==> src/rtl/wdt_pkg.sv <==
package wdt_pkg;

    typedef enum logic [1:0] {
        RES_32US  = 2'd0,
        RES_10MS  = 2'd1,
        RES_100MS = 2'd2,
        RES_1S    = 2'd3
    } tick_res_e;

    // Timer state held in the system-reset domain.
    typedef struct packed {
        logic run;
        logic fired;
        logic shdn_sel;
    } ctrl_t;

    // Always-on configuration; packed so res lands on byte bits 2:1.
    typedef struct packed {
        tick_res_e res;
        logic      gdis;
    } cfg_t;

    localparam logic [2:0] OFS_CTRL  = 3'd0;
    localparam logic [2:0] OFS_COUNT = 3'd4;

    localparam int unsigned BIT_RUN    = 0;
    localparam int unsigned BIT_FIRED  = 1;
    localparam int unsigned BIT_SHDN   = 2;
    localparam int unsigned BIT_RELOAD = 7;

    localparam cfg_t CFG_POR = '{res: RES_32US, gdis: 1'b1};

    function automatic longint unsigned res_period_us(tick_res_e r);
        case (r)
            RES_32US:  return 64'd32;
            RES_10MS:  return 64'd10000;
            RES_100MS: return 64'd100000;
            default:   return 64'd1000000;
        endcase
    endfunction

    // Reference-clock cycles per tick, at least one.
    function automatic int unsigned res_tick_len(tick_res_e r, int unsigned khz);
        longint unsigned c;
        c = res_period_us(r) * 64'(khz) / 64'd1000;
        if (c == 64'd0) c = 64'd1;
        return 32'(c);
    endfunction

endpackage

==> src/rtl/wdt_prescaler.sv <==
module wdt_prescaler
    import wdt_pkg::*;
#(
    parameter int unsigned REF_CLK_KHZ = 48000,
    parameter int unsigned PRE_W       = 26
) (
    input  logic      clk,
    input  logic      rst,
    input  logic      run,
    input  logic      restart,
    input  tick_res_e res,
    output logic      tick
);

    localparam int unsigned NUM_RES = 4;

    logic [PRE_W-1:0] last_tab [NUM_RES];
    logic [PRE_W-1:0] pre_q;
    logic [PRE_W-1:0] last;

    for (genvar g = 0; g < NUM_RES; g++) begin : g_len
        assign last_tab[g] = PRE_W'(res_tick_len(tick_res_e'(2'(g)), REF_CLK_KHZ) - 1);
    end

    assign last = last_tab[res];
    // >= so that a resolution change mid-period cannot overrun
    assign tick = run && !restart && (pre_q >= last);

    always_ff @(posedge clk) begin
        if (rst) begin
            pre_q <= '0;
        end else if (restart) begin
            pre_q <= '0;
        end else if (run) begin
            if (pre_q >= last) pre_q <= '0;
            else               pre_q <= pre_q + 1'b1;
        end
    end

    p_restart_phase_r8: assert property (@(posedge clk) disable iff (rst)
        restart |=> (pre_q == '0));

    p_pause_phase_r10: assert property (@(posedge clk) disable iff (rst)
        (!run && !restart) |=> $stable(pre_q));

endmodule

==> src/rtl/wdt_downcount.sv <==
module wdt_downcount #(
    parameter int unsigned CNT_W = 16
) (
    input  logic             clk,
    input  logic             rst,
    input  logic             run,
    input  logic             tick,
    input  logic             load,
    input  logic [CNT_W-1:0] load_val,
    input  logic             arm,
    output logic             expire
);

    localparam logic [CNT_W-1:0] ONE = CNT_W'(1);

    logic [CNT_W-1:0] cnt_q;
    logic             armed_q;

    // Last tick of the period: count at one (or already zero) and armed.
    assign expire = run && tick && armed_q && !load && (cnt_q <= ONE);

    always_ff @(posedge clk) begin
        if (rst) begin
            cnt_q   <= '0;
            armed_q <= 1'b0;
        end else begin
            if (load)                            cnt_q <= load_val;
            else if (run && tick && cnt_q != '0) cnt_q <= cnt_q - ONE;

            if (load || arm)  armed_q <= 1'b1;
            else if (expire)  armed_q <= 1'b0;
        end
    end

    p_hold_zero_r9: assert property (@(posedge clk) disable iff (rst)
        (cnt_q == '0 && !load) |=> (cnt_q == '0));

    p_single_fire_r9: assert property (@(posedge clk) disable iff (rst)
        expire |=> !expire);

    p_no_tick_stopped_r10: assert property (@(posedge clk) disable iff (rst)
        (!run && !load) |=> $stable(cnt_q));

endmodule

==> src/rtl/wdt_regs.sv <==
module wdt_regs
    import wdt_pkg::*;
#(
    parameter int unsigned CNT_W = 16
) (
    input  logic             clk,
    input  logic             por,
    input  logic             rst,
    input  logic             bus_we,
    input  logic [2:0]       bus_addr,
    input  logic [31:0]      bus_wdata,
    output logic [31:0]      bus_rdata,
    input  logic             cfg_we,
    input  logic [7:0]       cfg_wdata,
    output logic [7:0]       cfg_rdata,
    input  logic             expire,
    output logic             run,
    output logic             fired,
    output logic             shdn_sel,
    output tick_res_e        res,
    output logic             reload,
    output logic             run_rise,
    output logic [CNT_W-1:0] load_val,
    output logic             cause
);

    ctrl_t            ctrl_q;
    cfg_t             cfg_q;
    cfg_t             cfg_nxt;
    logic [CNT_W-1:0] rld_q;
    logic             cause_q;
    logic             wr_ctrl;
    logic             wr_cnt;
    logic             unused_wdata;

    assign unused_wdata = ^{bus_wdata[31:CNT_W], cfg_wdata[7:3]};

    assign wr_ctrl = bus_we && (bus_addr == OFS_CTRL);
    assign wr_cnt  = bus_we && (bus_addr == OFS_COUNT);
    assign cfg_nxt = cfg_we ? cfg_t'(cfg_wdata[2:0]) : cfg_q;

    assign reload   = wr_ctrl && bus_wdata[BIT_RELOAD];
    assign run_rise = wr_ctrl && bus_wdata[BIT_RUN] && !ctrl_q.run && !cfg_nxt.gdis;

    // Always-on domain: only power-on reset clears it.
    always_ff @(posedge clk) begin
        if (por) begin
            cfg_q   <= CFG_POR;
            cause_q <= 1'b0;
        end else begin
            cfg_q <= cfg_nxt;
            if (expire && !ctrl_q.shdn_sel) cause_q <= 1'b1;
        end
    end

    always_ff @(posedge clk) begin
        if (rst) begin
            ctrl_q <= '0;
            rld_q  <= '0;
        end else begin
            ctrl_q.run <= (wr_ctrl ? bus_wdata[BIT_RUN] : ctrl_q.run) && !cfg_nxt.gdis;
            if (wr_ctrl) ctrl_q.shdn_sel <= bus_wdata[BIT_SHDN];
            if (expire)                             ctrl_q.fired <= 1'b1;
            else if (wr_ctrl && bus_wdata[BIT_FIRED]) ctrl_q.fired <= 1'b0;
            if (wr_cnt) rld_q <= bus_wdata[CNT_W-1:0];
        end
    end

    always_comb begin
        case (bus_addr)
            OFS_CTRL:  bus_rdata = {24'd0, 4'd0, cfg_q.gdis, ctrl_q.shdn_sel,
                                   ctrl_q.fired, ctrl_q.run};
            OFS_COUNT: bus_rdata = {{(32-CNT_W){1'b0}}, rld_q};
            default:   bus_rdata = '0;
        endcase
    end

    assign cfg_rdata = {cause_q, 4'd0, cfg_q};
    assign run       = ctrl_q.run;
    assign fired     = ctrl_q.fired;
    assign shdn_sel  = ctrl_q.shdn_sel;
    assign res       = cfg_q.res;
    assign load_val  = rld_q;
    assign cause     = cause_q;

    p_dis_blocks_run_r2: assert property (@(posedge clk) disable iff (rst || por)
        cfg_q.gdis |-> !ctrl_q.run);

    p_fired_w1c_r7: assert property (@(posedge clk) disable iff (rst)
        (ctrl_q.fired && !(wr_ctrl && bus_wdata[BIT_FIRED])) |=> ctrl_q.fired);

    p_cause_sticky_r11: assert property (@(posedge clk) disable iff (por)
        cause_q |=> cause_q);

endmodule

==> src/rtl/wdt_timer.sv <==
module wdt_timer
    import wdt_pkg::*;
#(
    parameter int unsigned REF_CLK_KHZ = 48000,
    parameter int unsigned CNT_W       = 16
) (
    input  logic        clk,
    input  logic        por,
    input  logic        rst,
    input  logic        bus_we,
    input  logic [2:0]  bus_addr,
    input  logic [31:0] bus_wdata,
    output logic [31:0] bus_rdata,
    input  logic        cfg_we,
    input  logic [7:0]  cfg_wdata,
    output logic [7:0]  cfg_rdata,
    output logic        sys_reset_req,
    output logic        sys_shutdown_req,
    output logic        wd_caused_reset
);

    localparam int unsigned MAX_TICK = res_tick_len(RES_1S, REF_CLK_KHZ);
    localparam int unsigned PRE_W    = $clog2(MAX_TICK + 1);

    logic             run;
    logic             fired;
    logic             shdn_sel;
    tick_res_e        res;
    logic             reload;
    logic             run_rise;
    logic [CNT_W-1:0] load_val;
    logic             tick;
    logic             expire;
    logic             rst_req_q;
    logic             shdn_req_q;

    wdt_regs #(.CNT_W(CNT_W)) u_regs (
        .clk       (clk),
        .por       (por),
        .rst       (rst),
        .bus_we    (bus_we),
        .bus_addr  (bus_addr),
        .bus_wdata (bus_wdata),
        .bus_rdata (bus_rdata),
        .cfg_we    (cfg_we),
        .cfg_wdata (cfg_wdata),
        .cfg_rdata (cfg_rdata),
        .expire    (expire),
        .run       (run),
        .fired     (fired),
        .shdn_sel  (shdn_sel),
        .res       (res),
        .reload    (reload),
        .run_rise  (run_rise),
        .load_val  (load_val),
        .cause     (wd_caused_reset)
    );

    wdt_prescaler #(.REF_CLK_KHZ(REF_CLK_KHZ), .PRE_W(PRE_W)) u_pre (
        .clk     (clk),
        .rst     (rst),
        .run     (run),
        .restart (reload || run_rise),
        .res     (res),
        .tick    (tick)
    );

    wdt_downcount #(.CNT_W(CNT_W)) u_cnt (
        .clk      (clk),
        .rst      (rst),
        .run      (run),
        .tick     (tick),
        .load     (reload),
        .load_val (load_val),
        .arm      (run_rise),
        .expire   (expire)
    );

    always_ff @(posedge clk) begin
        if (rst) begin
            rst_req_q  <= 1'b0;
            shdn_req_q <= 1'b0;
        end else begin
            rst_req_q  <= expire && !shdn_sel;
            shdn_req_q <= expire && shdn_sel;
        end
    end

    assign sys_reset_req    = rst_req_q;
    assign sys_shutdown_req = shdn_req_q;

    p_req_excl_r6: assert property (@(posedge clk) disable iff (rst)
        $onehot0({rst_req_q, shdn_req_q}));

    p_req_pulse_r5: assert property (@(posedge clk) disable iff (rst)
        (rst_req_q || shdn_req_q) |=> !(rst_req_q || shdn_req_q));

    p_req_fired_r5: assert property (@(posedge clk) disable iff (rst)
        (rst_req_q || shdn_req_q) |-> fired);

    p_cause_follows_r11: assert property (@(posedge clk) disable iff (rst || por)
        rst_req_q |-> wd_caused_reset);

endmodule

==> config.mk <==
export PLATFORM = sky130hd
export DESIGN_NAME = wdt_timer
export DESIGN_NICKNAME = d
export VERILOG_FILES = /design/src/rtl/wdt_pkg.sv /design/src/rtl/wdt_prescaler.sv /design/src/rtl/wdt_downcount.sv /design/src/rtl/wdt_regs.sv /design/src/rtl/wdt_timer.sv
export SDC_FILE = /design/constraint.sdc
export NUM_CORES = 1
export LEC_CHECK = 0
export BUFFER_PORTS_ARGS = -buffer_cell sky130_fd_sc_hd__buf_2
export CAP_MARGIN = 20
export CORE_MARGIN = 2
export CORE_UTILIZATION = 59
export DETAILED_ROUTE_END_ITERATION = 12
export PLACE_DENSITY = 0.86
export SYNTH_ARGS = -nofsm -noshare
export SYNTH_HDL_FRONTEND = slang
export SYNTH_HIERARCHICAL = 1
export SYNTH_SLANG_ARGS = --single-unit
export TNS_END_PERCENT = 1
==> constraint.sdc <==
create_clock -name clk -period 8.73 [get_ports clk]
set_clock_uncertainty 0.05 [all_clocks]
set_input_delay 2.619 -clock clk [delete_from_list [all_inputs] [get_ports clk]]
set_output_delay 2.619 -clock clk [all_outputs]
set_load 0.05 [all_outputs]
## After elaboration in Yosys (flattened, before gate mapping)

Index checks and enable logic that the tools add are counted.

- Add/subtract/negate cells: 2
- $mul: 0
- Div/mod/pow operators: 0
- Magnitude comparators: 3
- Eq/ne operators: 1
- Shifts and indexed selects: 0
- Muxes and demuxes: 13
- Bitwise logic cells: 1
- Reductions and logical operators: 29

Operators by type and width:

| operator | number |
|---|---|
| 26-bit two-way mux | 3 |
| 26-bit binary-select mux with 2-bit select | 1 |
| 16-bit two-way mux | 2 |
| 16-bit one-hot mux with 2 select lines | 1 |
| 26-bit by 1-bit adder with 26-bit output (second input constant) | 1 |
| 26-bit greater-or-equal comparator | 1 |
| 1-bit logical AND | 17 |
| 16-bit by 1-bit less-or-equal comparator with 1-bit output (second input constant) | 1 |
| 16-bit nonzero test | 1 |
| 16-bit by 1-bit subtractor with 16-bit output (second input constant) | 1 |
| 1-bit two-way mux | 6 |
| 2-bit nonzero test | 3 |
| 1-bit zero test | 5 |
| 3-bit equality test (second input constant) | 1 |
| 3-bit greater-or-equal comparator (second input constant) | 1 |
| 3-bit zero test | 1 |
| 2-bit NOT with 3-bit output | 1 |
| 2-bit OR reduction | 1 |
| 1-bit logical OR | 1 |

- Register bits after elaboration: 68
- Latch bits: 0
- RAM bits: 0
- ROM bits: 0
- Bits of input ports: 48
- Memories kept: 0

## Longest topological paths before layout

Gate-level depths: netlist (run 1).

- Depth in word-level cells: 15
- Depth in mapped cells: 16

## Cells and area by module

The synthesis (run 1) kept the hierarchy.

Modules (own cells, without submodules):

| module | times used | cells each | area each (µm²) |
|---|---|---|---|
| wdt_prescaler | 1 | 180 | 1,662.8 |
| wdt_regs | 1 | 147 | 1,272.5 |
| wdt_downcount | 1 | 142 | 1,148.6 |
| wdt_timer | 1 | 5 | 67.6 |

## Worst setup path after synthesis (run 1)

No wires, ideal clock.

- Path kind: input-to-output
- Start: in bus_addr[2]
- End: out bus_rdata[3]
- Data arrival time: 3.955 ns
- Slack: 2.106 ns
- Cell stages on the path: 3
- Buffers on the path: 1
- Path through: buf_4 -> mux2i_1 -> nor3_1

- Longest elaborated chain between the ends: 2

Ends and longest elaborated chain:

| item | RTL line | RTL |
|---|---|---|
| from (decl) | wdt_timer.sv:11 | `input logic [2:0] bus_addr,` |
| 3-bit equality test / 3-bit zero test (equally long branches) | wdt_regs.sv:70 | `case (bus_addr)` |
| 16-bit one-hot mux with 2 select lines (*) | wdt_regs.sv:70 |  |
| to (decl) | wdt_timer.sv:13 | `output logic [31:0] bus_rdata,` |

Mark *: on every way between the ends. The rest lies on a longest branch, timed or not.

## Worst setup path in the final report (run 1)

- Start: in bus_addr[2]
- End: out bus_rdata[9]

The elaborated chain is that of the path after synthesis.

==> results of run 1 <==
## final cells by class
cell class              instances  area (um^2)  share of cell area
clock buffers                  12        155.1             0.03433
clock inverters                 4        47.55             0.01052
inverters                      24        90.09             0.01993
multi-input cells             359         2470              0.5465
flip-flops and latches         68         1361              0.3012
well taps                      96        120.1             0.02658
repair buffers                 53        275.3             0.06091
## cells in the final DEF (no fill, tap or decap), types with 3 or more instances in the layout
master      n
dfxtp_1    68
buf_2      49
nand2_1    49
nor2_1     26
inv_1      24
ha_1       21
conb_1     20
nor2_2     19
xor2_1     18
a21oi_1    16
and2_1     14
nand3_1    12
clkbuf_8   11
a311oi_1   10
nor3_1     10
a21oi_2    10
nand4_1     9
nor4_1      8
o21ai_0     8
mux2i_1     8
or3_1       7
xnor2_1     6
or2_2       5
a2111oi_0   5
or4_1       4
and4_1      4
o31a_1      4
nand2_2     4
and3b_1     3
buf_4       3
nor2b_1     3
nand4b_1    3
o21ai_1     3
## synth_stat cells (5+ instances only)
library cell,instances
dfxtp_1,68
nand2_1,49
buf_4,27
nor2_1,26
inv_1,24
ha_1,21
nor2_2,19
xor2_1,18
a21oi_1,16
and2_1,14
nand3_1,12
a21oi_2,10
a311oi_1,10
nor3_1,10
nand4_1,9
mux2i_1,8
nor4_1,8
o21ai_0,8
or3_1,7
clkbuf_1,6
xnor2_1,6
a2111oi_0,5
or2_2,5
## layer usage
metal | GRT usage | up-vias | share of wire
met4 | 0.09091 | 0 | 0.0090
met1 | 0.3504 | 1726 | 0.46
met5 | 0 | - | 0
met3 | 0.04807 | 9 | 0.049
li1 | - | 1728 | -
met2 | 0.3795 | 113 | 0.48
## logic make-up after synthesis
logic type	count (synthesis)	synth area share
xor gates and xnor gates	24	0.05063
adders and majority gates	21	0.06329
buffers and inverters	66	0.09584
other	1	0.0009033
muxes	9	0.02200
AOI/OAI and AO/OA	77	0.1471
and+or+nand+nor	208	0.2923
DFF	68	0.3279
## registers in the layout, summed over array words and instances (netlist names)
name and count:
sys_reset_req 1, sys_shutdown_req 1, u_cnt/armed_q 1, u_cnt/cnt_q 16, u_pre/pre_q 26, u_regs/cause 1, u_regs/cfg_rdata 1, u_regs/fired 1
u_regs/load_val 16, u_regs/res 2, u_regs/run 1, u_regs/shdn_sel 1
## worst paths after layout
path | cells after the start | end | start
worst max-delay path | 5 | bus_rdata[9] | bus_addr[2]
worst min-delay path | 2 | u_regs/load_val[3] | u_regs/load_val[3]
worst max register to register | 13 | u_cnt/cnt_q[13] | u_regs/res[1]
worst min register to register | 2 | u_regs/load_val[3] | u_regs/load_val[3]
## critical path: cells and delay by family
family        cells  cell delay (ps)
simple gates      2              350
buf+inv           3              700
## report_power, final
group | internal [W] | leakage [nW] | total [W] | switching (W)
clock | 0.000147 | 0.102 | 0.000265 | 0.000118
combinational | 0.0000234 | 1.10 | 0.0000834 | 0.0000599
sequential | 0.000314 | 0.549 | 0.000319 | 0.00000468
## stage by stage
step                      cell area [um^2]  cells    util
after floorplan                       4223    493       -
after global placement                4302    598  0.6331
after detailed placement              4302    598  0.6331
after CTS                             4504    614  0.6630
after global routing                  4519    616  0.6652
final                                 4519    616  0.6652
==> flow_metrics.tcl, run 1 <==
set metrics [dict create \
    boundaryPins 91 \
    reg2reg_slack_ps 4710 \
    vdd_drop_max_uv 108.8 \
    track_usage 0.2488 \
    finalHoldViolations 0 \
    hold_path_class "flop to flop" \
    start_util 0.6110 \
    rsz0062_at_grt "false" \
    hpwlAfterDp_mm 6.466 \
    die_h_um 87.89 \
    dp_slack_ps 1867 \
    post-cts-setup-buffer-count 0 \
    antenna_found_initial 0 \
    crit_fanout 12 \
    cp.arrival_ps 3680 \
    critPathSlowestCell "buf_2" \
    finalPower_w 0.0006670 \
    synth_top_area_share 0.3279 \
    area_growth_pct 8.861 \
    ys_types 75 \
    crit_chain "buf_2, nor3b_1, clkbuf_4, and2_1, buf_2" \
    dieArea_um2 7724 \
    diodes 0 \
    syn_area_um2 4151 \
    path_class "input port to primary output" \
    clkSinkCount 68 \
    root_buffer "clkbuf_8" \
    synthCells 474 \
    power_density_nw_per_um2 147.6 \
    ys_ff_latch 68 \
    worst_slack_ps 2379 \
    max_stage_delay_ps 260 \
    tightest_slew_ps 835.7 \
    drive_above_1_share 0.2385 \
    grt_pass1_vias 3321 \
    setup_viol 0 \
    fin_crit_ps 6351 \
    maxCapViolations 0 \
    htree_levels 3 \
    grt_pass1_wl_mm 15.35 \
    cts_resized 0 \
    ant_nets 0 \
    synth_edf_count 0 \
    ys_warn_count 6 \
    period_share 0.7275 \
    hold_ws_ps 434.8 \
    synth-main-ff-cell "dfxtp_1" \
    cts.path.max_buffers 2 \
    setup_tns_ps 0 \
    avgRoutedWirePerCell_um 14.83 \
    avgSynthCellArea_um2 8.758 \
    clock.fmax_mhz 157.5 \
    critPathLaunchType "input port" \
    place.gp.congestion 0.8419 \
    status "complete, no violations" \
    grt_start_max_net_pins 42 \
    crit_top_cell "buf_2" \
    port_buffers 49 \
    num_rows 30 \
    nets 584 \
    drtIter0Drc 236 \
    ys_seq_area_frac 0.3279 \
    drc 0 \
    yosys-top-cells-area "dfxtp_1, ha_1, buf_4" \
    clock_latency_ps 340 \
    endpoint_kind "primary output" \
    path_clk_slew_ps 70 \
    vias 3576 \
    core_area_um2 6794 \
    grt-ovfl-total 0 \
    report.final.slew_viol_count 0 \
    die_x_um 87.89 \
    cts_hold_buf 0 \
    cts_tree "built" \
    numCtsBuffers 9 \
    nFillCells 537 \
    dr.pass1.iters 5 \
    async_flop_share 0 \
    critPathRequiredTime_ps 6060 \
    yosysTopAreaCell "dfxtp_1" \
    wirelength_mm 9.138 \
    leakage_nw 1.755 \
    max_slew_margin 0.4429 \
    vias_per_cell 5.805 \
]
No activity file was read; power rests on OpenSTA's default activity.
==> run 2, diff against run 1 <==
Settings changed: CORE_UTILIZATION 59 to 50, PLACE_DENSITY 0.86 to 0.77.
Clock period 8.73 ns to 5.8 ns, I/O delays scaled along.
==> flow_metrics.tcl, run 2 (synthesis results as in run 1) <==
set metrics [dict create \
    status "complete, no violations" \
    dpl_cell_area_um2 4320 \
    hold_path_class "flop to flop" \
    critPathLaunchType "input port" \
    hpwlAfterDp_mm 6.421 \
    cts_resized 0 \
    route.met2.wl_mm 4.073 \
    crit_fanout 12 \
    core_area_um2 8134 \
    vias 3470 \
    rsz0062_at_grt "false" \
    post-cts-setup-buffer-count 0 \
    avgRoutedWirePerCell_um 14.19 \
    clkSinkCount 68 \
    top_register "u_pre/pre_q" \
    cts_hold_buf 0 \
    maxCapViolations 0 \
    max_slew_margin 0.3120 \
    die_x_um 95.12 \
    hold_depth 2 \
    dieArea_um2 9048 \
    finalHoldViolations 0 \
    setup_tns_ps 0 \
    cts.path.max_buffers 2 \
    vdd_drop_max_uv 162.6 \
    setup_viol 0 \
    wirelength_mm 8.852 \
    vias_per_cell 5.561 \
    place.gp.congestion 0.8230 \
    die_h_um 95.12 \
    met1_length_mm 4.260 \
    grt_pass1_wl_mm 14.53 \
    nFillCells 759 \
    r2r-start "u_regs/res[1]" \
    diodes 0 \
    drtIter0Drc 209 \
    leakage_nw 1.742 \
    grt_start_max_net_pins 42 \
    area_growth_pct 8.439 \
    holdPathEnd "u_regs/load_val[13]" \
    start_util 0.5104 \
    routed.top_layer "met4" \
    drc 0 \
    dr.pass1.iters 4 \
    critPathRequiredTime_ps 4010 \
    nets 583 \
    report.final.slew_viol_count 0 \
    clock.fmax_mhz 216.2 \
    path_class "input port to primary output" \
    tightest_slew_ps 1024 \
    worstRegToRegCells 12 \
    layout_commonest_cell "dfxtp_1" \
    htree_levels 3 \
    num_rows 33 \
    port_buffers 49 \
    stdcell_area_um2 4502 \
    endpoint_kind "primary output" \
    cts_tree "built" \
    fin_crit_ps 4626 \
    root_buffer "clkbuf_8" \
    hp-start "u_regs/load_val[13]" \
    track_usage 0.1995 \
    path_clk_slew_ps 70 \
    numCtsBuffers 9 \
    power_density_nw_per_um2 214.6 \
    largest_reg_flops 26 \
    worstReg2RegEnd "u_cnt/cnt_q[13]" \
    grt_pass1_vias 3222 \
    drive_above_1_share 0.2331 \
    grt-ovfl-total 0 \
    reg2reg_slack_ps 1870 \
    period_share 0.7976 \
    finalPower_w 0.0009662 \
    clock_latency_ps 330 \
    cp.arrival_ps 2840 \
    wl_met3_um 411 \
    final_cell_mix "dfxtp_1, buf_2, nand2_1, nor2_1, inv_1" \
    antenna_found_initial 0 \
    boundaryPins 91 \
    ant_nets 0 \
]
## run 2: layout make-up
class                           instances  area (um^2)  area share
Multi-Input combinational cell        359         2470      0.5486
Sequential cell                        68         1361      0.3024
Timing Repair Buffer                   52        267.8     0.05948
Clock buffer                           15        176.4     0.03919
Tap cell                              105        131.4     0.02918
Inverter                               24        90.09     0.02001
Clock inverter                          1        5.005    0.001112
## run 2: critical path, stage by stage
cell	delay, ps
buf_2	210
nor3b_1	270
buf_4	210
and2_1	130
buf_2	260
## run 2: stage by stage
step	std cells	util	worst slack, ps	hold WS, ps
CTS	624	0.5535	1209	430.6
floorplan	493	-	933.8	394.7
detailed placement	608	0.5311	1220	421.6
global placement	608	0.5311	1253	414.2
finish	624	0.5535	1174	433.1
global route	624	0.5535	1083	450.6
## run 2: per-layer routing
layer | GRT usage | vias up
met5 | 0 | -
met4 | 0.08333 | 0
met3 | 0.02925 | 9
met2 | 0.3081 | 84
met1 | 0.2778 | 1660
li1 | - | 1717
## run 2: worst max-delay path by stage
stage	end	slack, ps	start	depth (start not counted)
final	bus_rdata[12]	1170	bus_addr[2]	5
after global routing	bus_rdata[4]	1080	bus_addr[2]	5
after CTS	bus_rdata[12]	1210	bus_addr[2]	5
after detailed placement	bus_rdata[13]	1220	bus_addr[2]	5
after global placement	bus_rdata[4]	1250	bus_addr[2]	5
after floorplan	bus_rdata[3]	930	bus_addr[2]	3
## run 2: power breakdown
group	switching (W)	total (W)	internal (W)
combinational	0.0000887	0.000122	0.0000333
sequential	0.00000682	0.000480	0.000473
clock	0.000174	0.000364	0.000191
